## config.mk

```make
export PLATFORM = sky130hd
export DESIGN_NAME = flash_cmd_decoder
export DESIGN_NICKNAME = d
export VERILOG_FILES = /design/src/rtl/flash_cmd_pkg.sv /design/src/rtl/flash_cmd_ctrl.sv /design/src/rtl/flash_cmd_dp.sv /design/src/rtl/flash_cmd_decoder.sv
export SDC_FILE = /design/constraint.sdc
export NUM_CORES = 1
export LEC_CHECK = 0
export BUFFER_PORTS_ARGS = -buffer_cell sky130_fd_sc_hd__buf_2
export CAP_MARGIN = 20
export CORE_ASPECT_RATIO = 0.5
export CORE_MARGIN = 3
export CORE_UTILIZATION = 45
export CTS_BUF_LIST = sky130_fd_sc_hd__clkbuf_8 sky130_fd_sc_hd__clkbuf_16
export DETAILED_ROUTE_END_ITERATION = 7
export GPL_ROUTABILITY_DRIVEN = 1
export GPL_TIMING_DRIVEN = 0
export PLACE_DENSITY_LB_ADDON = 0.08
export SETUP_SLACK_MARGIN = 0.4
export SYNTH_ARGS = -nofsm -noshare
export SYNTH_HDL_FRONTEND = slang
export SYNTH_SLANG_ARGS = --single-unit
export TNS_END_PERCENT = 5
```

## constraint.sdc

```tcl
create_clock -name clk -period 2.7 [get_ports clk]
set_input_delay 0.54 -clock clk [delete_from_list [all_inputs] [get_ports clk]]
set_output_delay 0.54 -clock clk [all_outputs]
set_load 0.005 [all_outputs]
```

## src/rtl/flash_cmd_pkg.sv

```systemverilog
package flash_cmd_pkg;

  localparam int CMD_AW = 12;

  localparam logic [CMD_AW-1:0] OFS_UNLOCK_A = 12'h555;
  localparam logic [CMD_AW-1:0] OFS_UNLOCK_B = 12'h2AA;
  localparam logic [CMD_AW-1:0] OFS_QUERY    = 12'h055;

  localparam logic [15:0] OP_KEY_A     = 16'h00AA;
  localparam logic [15:0] OP_KEY_B     = 16'h0055;
  localparam logic [15:0] OP_PROG      = 16'h00A0;
  localparam logic [15:0] OP_BUF_LOAD  = 16'h0025;
  localparam logic [15:0] OP_BUF_GO    = 16'h0029;
  localparam logic [15:0] OP_ERS_SETUP = 16'h0080;
  localparam logic [15:0] OP_ERS_SECT  = 16'h0030;
  localparam logic [15:0] OP_ERS_CHIP  = 16'h0010;
  localparam logic [15:0] OP_ID        = 16'h0090;
  localparam logic [15:0] OP_QUERY     = 16'h0098;
  localparam logic [15:0] OP_STATUS    = 16'h0070;
  localparam logic [15:0] OP_BLANK     = 16'h0033;
  localparam logic [15:0] OP_EVAL      = 16'h00D0;
  localparam logic [15:0] OP_RESET     = 16'h00F0;

  typedef enum logic [3:0] {
    CMD_NONE        = 4'd0,
    CMD_WORD_PROG   = 4'd1,
    CMD_BUF_START   = 4'd2,
    CMD_BUF_WORD    = 4'd3,
    CMD_BUF_CONFIRM = 4'd4,
    CMD_SECT_ERASE  = 4'd5,
    CMD_CHIP_ERASE  = 4'd6,
    CMD_ID_ENTER    = 4'd7,
    CMD_QUERY_ENTER = 4'd8,
    CMD_STATUS_READ = 4'd9,
    CMD_BLANK_CHECK = 4'd10,
    CMD_ERASE_EVAL  = 4'd11,
    CMD_RESET       = 4'd12,
    CMD_ABORT_RESET = 4'd13
  } cmd_code_e;

  typedef enum logic [3:0] {
    ST_IDLE, ST_KEY1, ST_OPCODE, ST_PROG, ST_BUF_CNT, ST_BUF_FIRST,
    ST_BUF_MORE, ST_BUF_CONF, ST_ERS_A, ST_ERS_B, ST_ERS_C
  } seq_state_e;

  typedef struct packed {
    logic      emit;
    cmd_code_e code;
    logic      loadSector;
    logic      loadCount;
    logic      decCount;
    logic      loadWindow;
    logic      setAbort;
    logic      clrAbort;
  } ctrl_strobe_t;

  typedef struct packed {
    logic atKeyA;
    logic atKeyB;
    logic atQuery;
    logic sameSector;
    logic sameWindow;
    logic countFits;
    logic countZero;
  } dp_flags_t;

endpackage

```

## src/rtl/flash_cmd_ctrl.sv

```systemverilog
module flash_cmd_ctrl
  import flash_cmd_pkg::*;
(
  input  logic         clk,
  input  logic         rstN,
  input  logic         wrEn,
  input  logic [15:0]  wrData,
  input  logic         busy,
  input  dp_flags_t    flags,
  output ctrl_strobe_t strobe
);

  seq_state_e state, nxtState;
  logic isReset, resetOk;

  assign isReset = (wrData == OP_RESET);
  assign resetOk = isReset && !busy;

  always_comb begin
    strobe   = '0;
    nxtState = state;
    if (wrEn) begin
      nxtState = ST_IDLE;
      case (state)
        ST_IDLE: begin
          if (flags.atKeyA && wrData == OP_KEY_A) begin
            nxtState = ST_KEY1;
          end else if (flags.atQuery && wrData == OP_QUERY) begin
            strobe.emit = 1'b1; strobe.code = CMD_QUERY_ENTER;
          end else if (resetOk) begin
            strobe.emit = 1'b1; strobe.code = CMD_RESET;
          end
        end
        ST_KEY1: begin
          if (flags.atKeyB && wrData == OP_KEY_B) begin
            nxtState = ST_OPCODE;
          end else if (resetOk) begin
            strobe.emit = 1'b1; strobe.code = CMD_RESET;
          end
        end
        ST_OPCODE: begin
          if (wrData == OP_BUF_LOAD) begin
            nxtState          = ST_BUF_CNT;
            strobe.loadSector = 1'b1;
          end else if (isReset) begin
            if (!busy) begin
              strobe.emit     = 1'b1;
              strobe.code     = flags.atKeyA ? CMD_ABORT_RESET : CMD_RESET;
              strobe.clrAbort = flags.atKeyA;
            end
          end else if (flags.atKeyA) begin
            case (wrData)
              OP_PROG:      nxtState = ST_PROG;
              OP_ERS_SETUP: nxtState = ST_ERS_A;
              OP_ID:     begin strobe.emit = 1'b1; strobe.code = CMD_ID_ENTER;    end
              OP_STATUS: begin strobe.emit = 1'b1; strobe.code = CMD_STATUS_READ; end
              OP_BLANK:  begin strobe.emit = 1'b1; strobe.code = CMD_BLANK_CHECK; end
              OP_EVAL:   begin strobe.emit = 1'b1; strobe.code = CMD_ERASE_EVAL;  end
              default: ;
            endcase
          end
        end
        ST_PROG: begin
          strobe.emit = 1'b1; strobe.code = CMD_WORD_PROG;
        end
        ST_BUF_CNT: begin
          if (flags.sameSector) begin
            if (flags.countFits) begin
              strobe.loadCount = 1'b1;
              strobe.emit      = 1'b1;
              strobe.code      = CMD_BUF_START;
              nxtState         = ST_BUF_FIRST;
            end else begin
              strobe.setAbort = 1'b1;
            end
          end
        end
        ST_BUF_FIRST: begin
          if (flags.sameSector) begin
            strobe.loadWindow = 1'b1;
            strobe.emit       = 1'b1;
            strobe.code       = CMD_BUF_WORD;
            if (flags.countZero) begin
              nxtState = ST_BUF_CONF;
            end else begin
              strobe.decCount = 1'b1;
              nxtState        = ST_BUF_MORE;
            end
          end else begin
            strobe.setAbort = 1'b1;
          end
        end
        ST_BUF_MORE: begin
          if (flags.sameWindow) begin
            strobe.emit = 1'b1;
            strobe.code = CMD_BUF_WORD;
            if (flags.countZero) begin
              nxtState = ST_BUF_CONF;
            end else begin
              strobe.decCount = 1'b1;
              nxtState        = ST_BUF_MORE;
            end
          end else begin
            strobe.setAbort = 1'b1;
          end
        end
        ST_BUF_CONF: begin
          if (flags.sameSector && wrData == OP_BUF_GO) begin
            strobe.emit = 1'b1; strobe.code = CMD_BUF_CONFIRM;
          end else begin
            strobe.setAbort = 1'b1;
          end
        end
        ST_ERS_A: begin
          if (flags.atKeyA && wrData == OP_KEY_A) begin
            nxtState = ST_ERS_B;
          end else if (resetOk) begin
            strobe.emit = 1'b1; strobe.code = CMD_RESET;
          end
        end
        ST_ERS_B: begin
          if (flags.atKeyB && wrData == OP_KEY_B) begin
            nxtState = ST_ERS_C;
          end else if (resetOk) begin
            strobe.emit = 1'b1; strobe.code = CMD_RESET;
          end
        end
        ST_ERS_C: begin
          if (wrData == OP_ERS_SECT) begin
            strobe.emit = 1'b1; strobe.code = CMD_SECT_ERASE;
          end else if (flags.atKeyA && wrData == OP_ERS_CHIP) begin
            strobe.emit = 1'b1; strobe.code = CMD_CHIP_ERASE;
          end else if (resetOk) begin
            strobe.emit = 1'b1; strobe.code = CMD_RESET;
          end
        end
        default: nxtState = ST_IDLE;
      endcase
    end
  end

  always_ff @(posedge clk or negedge rstN) begin
    if (!rstN) state <= ST_IDLE;
    else       state <= nxtState;
  end

endmodule

```

## src/rtl/flash_cmd_dp.sv

```systemverilog
module flash_cmd_dp
  import flash_cmd_pkg::*;
#(
  parameter int ADDR_W     = 25,
  parameter int SECTOR_LSB = 17,
  parameter int BUF_AW     = 8
) (
  input  logic              clk,
  input  logic              rstN,
  input  logic [ADDR_W-1:0] wrAddr,
  input  logic [15:0]       wrData,
  input  ctrl_strobe_t      strobe,
  output dp_flags_t         flags,
  output logic              cmdValid,
  output logic [3:0]        cmdCode,
  output logic [ADDR_W-1:0] cmdAddr,
  output logic [15:0]       cmdData,
  output logic              wbAbort
);

  localparam int SECT_W = ADDR_W - SECTOR_LSB;
  localparam int WIN_W  = ADDR_W - BUF_AW;

  logic [SECT_W-1:0] sectorQ;
  logic [WIN_W-1:0]  windowQ;
  logic [BUF_AW-1:0] countQ;

  assign flags.atKeyA     = (wrAddr[CMD_AW-1:0] == OFS_UNLOCK_A);
  assign flags.atKeyB     = (wrAddr[CMD_AW-1:0] == OFS_UNLOCK_B);
  assign flags.atQuery    = (wrAddr[CMD_AW-1:0] == OFS_QUERY);
  assign flags.sameSector = (wrAddr[ADDR_W-1:SECTOR_LSB] == sectorQ);
  assign flags.sameWindow = (wrAddr[ADDR_W-1:BUF_AW] == windowQ);
  assign flags.countFits  = ((wrData >> BUF_AW) == 16'd0);
  assign flags.countZero  = (countQ == '0);

  always_ff @(posedge clk or negedge rstN) begin
    if (!rstN) begin
      sectorQ <= '0;
      windowQ <= '0;
      countQ  <= '0;
    end else begin
      if (strobe.loadSector) sectorQ <= wrAddr[ADDR_W-1:SECTOR_LSB];
      if (strobe.loadWindow) windowQ <= wrAddr[ADDR_W-1:BUF_AW];
      if (strobe.loadCount)     countQ <= wrData[BUF_AW-1:0];
      else if (strobe.decCount) countQ <= countQ - 1'b1;
    end
  end

  always_ff @(posedge clk or negedge rstN) begin
    if (!rstN) begin
      cmdValid <= 1'b0;
      cmdCode  <= CMD_NONE;
      cmdAddr  <= '0;
      cmdData  <= '0;
      wbAbort  <= 1'b0;
    end else begin
      cmdValid <= strobe.emit;
      cmdCode  <= strobe.emit ? strobe.code : CMD_NONE;
      if (strobe.emit) begin
        cmdAddr <= wrAddr;
        cmdData <= wrData;
      end
      if (strobe.setAbort)      wbAbort <= 1'b1;
      else if (strobe.clrAbort) wbAbort <= 1'b0;
    end
  end

endmodule

```

## src/rtl/flash_cmd_decoder.sv

```systemverilog
module flash_cmd_decoder
  import flash_cmd_pkg::*;
#(
  parameter int ADDR_W     = 25,
  parameter int SECTOR_LSB = 17,
  parameter int BUF_AW     = 8
) (
  input  logic              clk,
  input  logic              rstN,
  input  logic              wrEn,
  input  logic [ADDR_W-1:0] wrAddr,
  input  logic [15:0]       wrData,
  input  logic              busy,
  output logic              cmdValid,
  output logic [3:0]        cmdCode,
  output logic [ADDR_W-1:0] cmdAddr,
  output logic [15:0]       cmdData,
  output logic              wbAbort
);

  ctrl_strobe_t strobe;
  dp_flags_t    flags;

  flash_cmd_ctrl u_ctrl (
    .clk    (clk),
    .rstN   (rstN),
    .wrEn   (wrEn),
    .wrData (wrData),
    .busy   (busy),
    .flags  (flags),
    .strobe (strobe)
  );

  flash_cmd_dp #(
    .ADDR_W     (ADDR_W),
    .SECTOR_LSB (SECTOR_LSB),
    .BUF_AW     (BUF_AW)
  ) u_dp (
    .clk      (clk),
    .rstN     (rstN),
    .wrAddr   (wrAddr),
    .wrData   (wrData),
    .strobe   (strobe),
    .flags    (flags),
    .cmdValid (cmdValid),
    .cmdCode  (cmdCode),
    .cmdAddr  (cmdAddr),
    .cmdData  (cmdData),
    .wbAbort  (wbAbort)
  );

endmodule

```

======== Yosys cells after proc, flatten, opt, wreduce, memory -nomap -nowiden ========
Index checks and enable logic that the tools add are counted.
operators by class
  add/subtract/negate cells ............... 1
  equal/unequal tests ..................... 29
  muxes and demuxes ....................... 59
  reduce and logical (&&, ||, !) cells .... 13
operators by type and width
  operator              count
  $eq 16x8->1 const B   7
  $mux 5                16
  $eq 16x6->1 const B   4
  $pmux 5 s10           1
  $eq 16x7->1 const B   2
  $pmux 4 s8            1
  $mux 4                6
  $mux 1                22
  $pmux 5 s4            1
  $eq 17x17->1          1
  $eq 16x5->1 const B   1
  $eq 4x3->1 const B    4
  $logic_not 16->1      1
  $mux 8                2
  $eq 12x10->1 const B  1
  $eq 12x11->1 const B  1
  $eq 12x7->1 const B   1
  $eq 4x4->1 const B    3
  $mux 3                4
  $mux 11               1
  $eq 4x2->1 const B    2
  $eq 8x8->1            1
  $logic_not 8->1       1
  $pmux 4 s2            1
  10 further kinds      17
storage, ports and cells
  register bits ........................... 84
  output and inout bits ................... 47
  logic and storage cells ................. 111

======== Logic depth before layout (Yosys ltp) ========
  depth in word-level cells ............... 9
  gate-level depth with buffers ........... 9

======== Modules after synthesis ========
From an unflattened synthesis, not the netlist that was laid out.
unflattened totals
  cell total of the unflattened synthesis .. 381
  area total of the unflattened synthesis .. 4,396.7 um^2
modules (own cells, without submodules)
  module          instances  cells each  area each (um^2)  sequential area each (um^2)
  flash_cmd_dp    1          246         3,448.3           2,001.9
  flash_cmd_ctrl  1          135         948.4             100.1

======== Worst setup path after synthesis ========
No wires, ideal clock.
  path kind ............................... input -> register
  from .................................... input wrData[13]
  to ...................................... register u_dp.cmdAddr[10]
  arrival ................................. 2.654 ns
  data required time ...................... 2.572 ns
  setup slack ............................. -0.082 ns
  stages .................................. 8
  cells stage by stage .................... nor4_2 > nand4b_1 > or4_1 > a21o_1 > o2111ai_2 > o21bai_2 > buf_4 > mux2_1
between the ends
  cells in the longest elaborated chain, start to end .. 7
  elaborated cells between the ends (all ways) .. 35
ends and longest elaborated chain
  item                                                    RTL line                                                           text
  from (decl)                                             flash_cmd_decoder.sv:12                                            input logic [15:0] wrData,
  $eq 16x8->1 (tied with other cells)                     flash_cmd_ctrl.sv:52                                               case (wrData)
  $pmux 5 s4 / $logic_and 1x1->1 (equally long branches)  flash_cmd_ctrl.sv:52, flash_cmd_ctrl.sv:17
  $mux 5, on equally long branches                        -
  $mux 5, on equally long branches                        flash_cmd_ctrl.sv:45, flash_cmd_ctrl.sv:131, flash_cmd_ctrl.sv:28
  $mux 5, on equally long branches                        flash_cmd_ctrl.sv:42, flash_cmd_ctrl.sv:129, flash_cmd_ctrl.sv:26
  $pmux 5 s10 (*)                                         flash_cmd_ctrl.sv:24                                               case (state)
  $mux 11 (*)                                             flash_cmd_ctrl.sv:22                                               if (wrEn) begin
  to (signal assigned)                                    flash_cmd_dp.sv:60                                                 cmdAddr <= wrAddr;
  to (decl)                                               flash_cmd_dp.sv:16                                                 output logic [ADDR_W-1:0] cmdAddr,
Every way passes the cells marked *; elsewhere a longest branch is shown, timed or not.
A chain may end at the register's enable or synchronous reset.

======== Final worst setup path ========
  from .................................... input wrData[8]
  to ...................................... register u_dp.cmdAddr[6]
The elaborated chain is that of the path after synthesis.

==> summary.md <==
| Metric | Value |
|---|---|
| CP max stage cell | `or4_1` |
| Most instantiated cells after synthesis | `84 x dfrtp_1, 70 x mux2_1, 30 x xnor2_1, 26 x nand2_1, 26 x nor2_1` |
| 1st-iter DRT viols | `282` |
| Total wire length | `11150 um` |
| Static leakage | `0.002888 uW` |
| Slew headroom | `59.40%` |
| RSZ-0062 raised after global routing | `true` |
| CTS sink cnt | `84` |
| DIE WIDTH | `145.9 um` |
| Mapped cell area | `4402 sq um` |
| CP Max Fanout | `8` |
| EDFF count, synth | `0` |
| Largest stage delay on the critical path | `0.55 ns` |
| Vias per cell | `5.525` |
| DRC Markers | `0` |
| Warnings, synthesis | `0` |
| Total CTS buffers | `9` |
| Pin count of the biggest net entering global routing | `44` |
| Cells after synthesis | `394` |
| First-pass GRT wire length | `18750 um` |
| M2 GR Usage | `31.45%` |
| Routed length per instance | `17.32 um` |
| # IOs | `92` |
| Final layout net count | `555` |
| Crit path max-delay family | `simple AND/OR/NAND/NOR gates` |
| Power, Total | `2795 uW` |
| P per Cell Area | `478.5 nW/um^2` |
| Layout area overhead | `32.72%` |
| CP Class | `in2reg` |
| Initial antenna violation count | `0` |
| M3 GR Usage | `5.662%` |
| Post-synth ARST share | `100.0%` |
| Ys flop type | `dfrtp_1` |
| DR pass1 iterations | `5` |
| TritonCTS clock tree | `built` |
| Post-route minimum period | `2.612 ns` |
| Number of diodes | `0` |
| Vias in the first global route | `3570` |
| Routability cong. | `0.9227` |
| CTS Root Cell | `clkbuf_16` |
| CP Capture Type | `register` |
| Leading area contributor after synthesis | `dfrtp_1` |
| Port Buffer Count | `87` |
| Die span in y | `75.94 um` |
| Initial Util | `48.38%` |
| Max-Cap Viols | `0` |
| GRT Total Usage | `20.95%` |
| Final hold vios | `0` |
| Arr. time, crit path | `2.83 ns` |
| Yosys reg bits | `84` |
| Setup TNS | `0 ns` |
| Top-count cell post-synth | `dfrtp_1` |
| Count of cell types in the netlist | `58` |
| CP Buf/Inv Count | `4` |
| Endpoints failing setup | `0` |
| Top cell by count, worst path | `buf_12` |
| Rows | `24` |
| Worst setup SP type | `primary input` |
| Layout cells sized above 1 | `33.27%` |
| Grt ovf | `0` |
| H-tree Lvls | `3` |
| Worst VDD drop | `0.2703 mV` |
| Worst Skew | `0.01039 ns` |
| Status | `finished, final reports clean` |
| DRT antenna net count | `0` |
| Worst skew pair latency | `0.35 ns` |
| Achievable Freq | `382.9 MHz` |
| Hold crit path type | `in2async` |
| Syn_area_per_cell | `11.17 sq um` |
| Slew Limit Fails | `0` |
| Critical-path cell list | `buf_2 > nor4_4 > buf_4 > nand4b_1 > or4_1 > a21o_1 > o2111ai_2 > o21bai_4 > buf_12 > buf_12 > mux2_1` |
| GR peak layer | `met2` |
| Synth top area cells | `dfrtp_1 48%, mux2_1 18%, xnor2_1 6.0%, nand4_1 2.6%, nand2_1 2.2%` |
| Top-area cell type share of the netlist area | `47.75%` |
| Required @ worst endpoint | `2.92 ns` |
| Post-DP HPWL | `8057 um` |
| Period utilization | `96.72%` |
| Die Area | `11080 sq um` |
| Routed via count | `3558` |
| Worst-Margin Slew | `0.6089 ns` |
| Core area | `9099 sq um` |
| Clk slew on worst S/H paths | `0.06 ns` |
| Seq/Total Area, Yosys | `47.75%` |
| Maximum buffer depth of the clock tree | `2` |
| GR Util met1 | `30.46%` |
| Syn nets | `440` |
layer usage:
metal | up-vias | routed length [um]
met5 | - | 0
met4 | 0 | 133
met3 | 15 | 668
met2 | 115 | 5017
met1 | 1739 | 5331
li1 | 1689 | -
flip-flops by register name, indices dropped and copies added (netlist names):
name and cells:
u_dp.sectorQ 8, u_dp.cmdValid 1, u_dp.windowQ 17, u_dp.cmdCode 4, u_dp.cmdData 16, u_dp.wbAbort 1
u_dp.cmdAddr 25, u_ctrl.state 4, u_dp.countQ 8
placed cells by master, fill, tap and decap left out, types with 3 or more instances in the layout:
| cell type | instances |
|---|---|
| or3_1 | 3 |
| a21oi_1 | 6 |
| buf_16 | 3 |
| a31oi_1 | 6 |
| o22ai_1 | 3 |
| nor3b_1 | 3 |
| nor2b_1 | 3 |
| o21ai_0 | 6 |
| inv_1 | 5 |
| nor3_1 | 11 |
| clkbuf_2 | 6 |
| inv_6 | 4 |
| nand2b_1 | 3 |
| buf_4 | 13 |
| mux2_4 | 14 |
| nand3_1 | 8 |
| mux2_1 | 56 |
| dfrtp_1 | 84 |
| buf_12 | 5 |
| nor2_1 | 26 |
| o211ai_1 | 3 |
| nand4_1 | 18 |
| nand2_1 | 25 |
| xnor2_1 | 30 |
| nor4bb_4 | 3 |
| nor4_1 | 3 |
| nand4b_1 | 4 |
| clkbuf_16 | 9 |
| buf_6 | 5 |
| buf_2 | 85 |
path summary, 6_finish.rpt:
check	start	endpoint	slack [ns]	cells after the start
setup / recovery	wrData[8]	u_dp.cmdAddr[6]	0.09	11
min in group clk	wrData[14]	u_dp.cmdData[14]	0.42	2
hold / removal	rstN	u_dp.cmdData[9]	0.18	1
max in group asynchronous	rstN	u_dp.windowQ[3]	1.90	2
hold reg to reg	u_dp.cmdData[14]	u_dp.cmdData[14]	0.48	1
setup reg to reg	u_ctrl.state[2]	u_dp.cmdAddr[6]	0.12	9
what timing repair did:
item                                    4_1_cts  5_1_grt
gates resized for setup                      48        7
cloned                                        3        0
pin swaps                                     9        7
hold endpoints to repair                      0        0
buffers inserted                             10        3
endpoints found under the setup margin       72       63
hold buffers                                  0        0
worst register-to-register path: cells and delay by family, from the launching register on:
kind                   cells  cell delay [ns]
AOI/OAI and AO/OA          3             0.59
muxes                      1             0.30
buffers and inverters      3             0.52
DFF                        1             0.36
and+or+nand+nor            2             0.70
kinds of logic after synthesis:
logic type / Yosys count / synth area share (%)
compound gates: 44 / 7.078
flops: 84 / 47.75
fa+ha+maj: 1 / 0.2842
buf+inv: 25 / 2.530
mux: 73 / 18.62
xor+xnor: 31 / 6.168
simple gates: 136 / 17.57
area by class of cell:
| cell class | count | area (sq um) |
|---|---|---|
| Fill cell | 763 | 3257 |
| Multi-Input combinational cell | 285 | 2414 |
| Clock buffer | 9 | 225.2 |
| Clock inverter | 7 | 87.58 |
| Timing Repair Buffer | 104 | 673.1 |
| Sequential cell | 84 | 2102 |
| Inverter | 8 | 30.03 |
| Tap cell | 130 | 162.7 |
| Buffer | 17 | 147.6 |
stage by stage:
step / utilization [%] / worst slack, ns / instance area (sq um) / instances / hold slack, ns
after floorplan: - / 0.1466 / 4504 / 394 / 0.2444
after detailed placement: 56.33 / -0.6360 / 5125 / 612 / 0.4754
final: 64.21 / 0.08848 / 5842 / 644 / 0.1776
after global placement: 56.08 / -0.6379 / 5102 / 611 / 0.4683
after CTS: 63.66 / 0.1738 / 5792 / 641 / 0.1920
after global routing: 64.21 / 0.008071 / 5842 / 644 / 0.2088
report_power, final:
part	internal [uW]	total [uW]	switching, uW
sequential	1280	1280	8.04
clock	743	1290	550
combinational	94.2	218	124
Power figures use the tool's default switching activity.
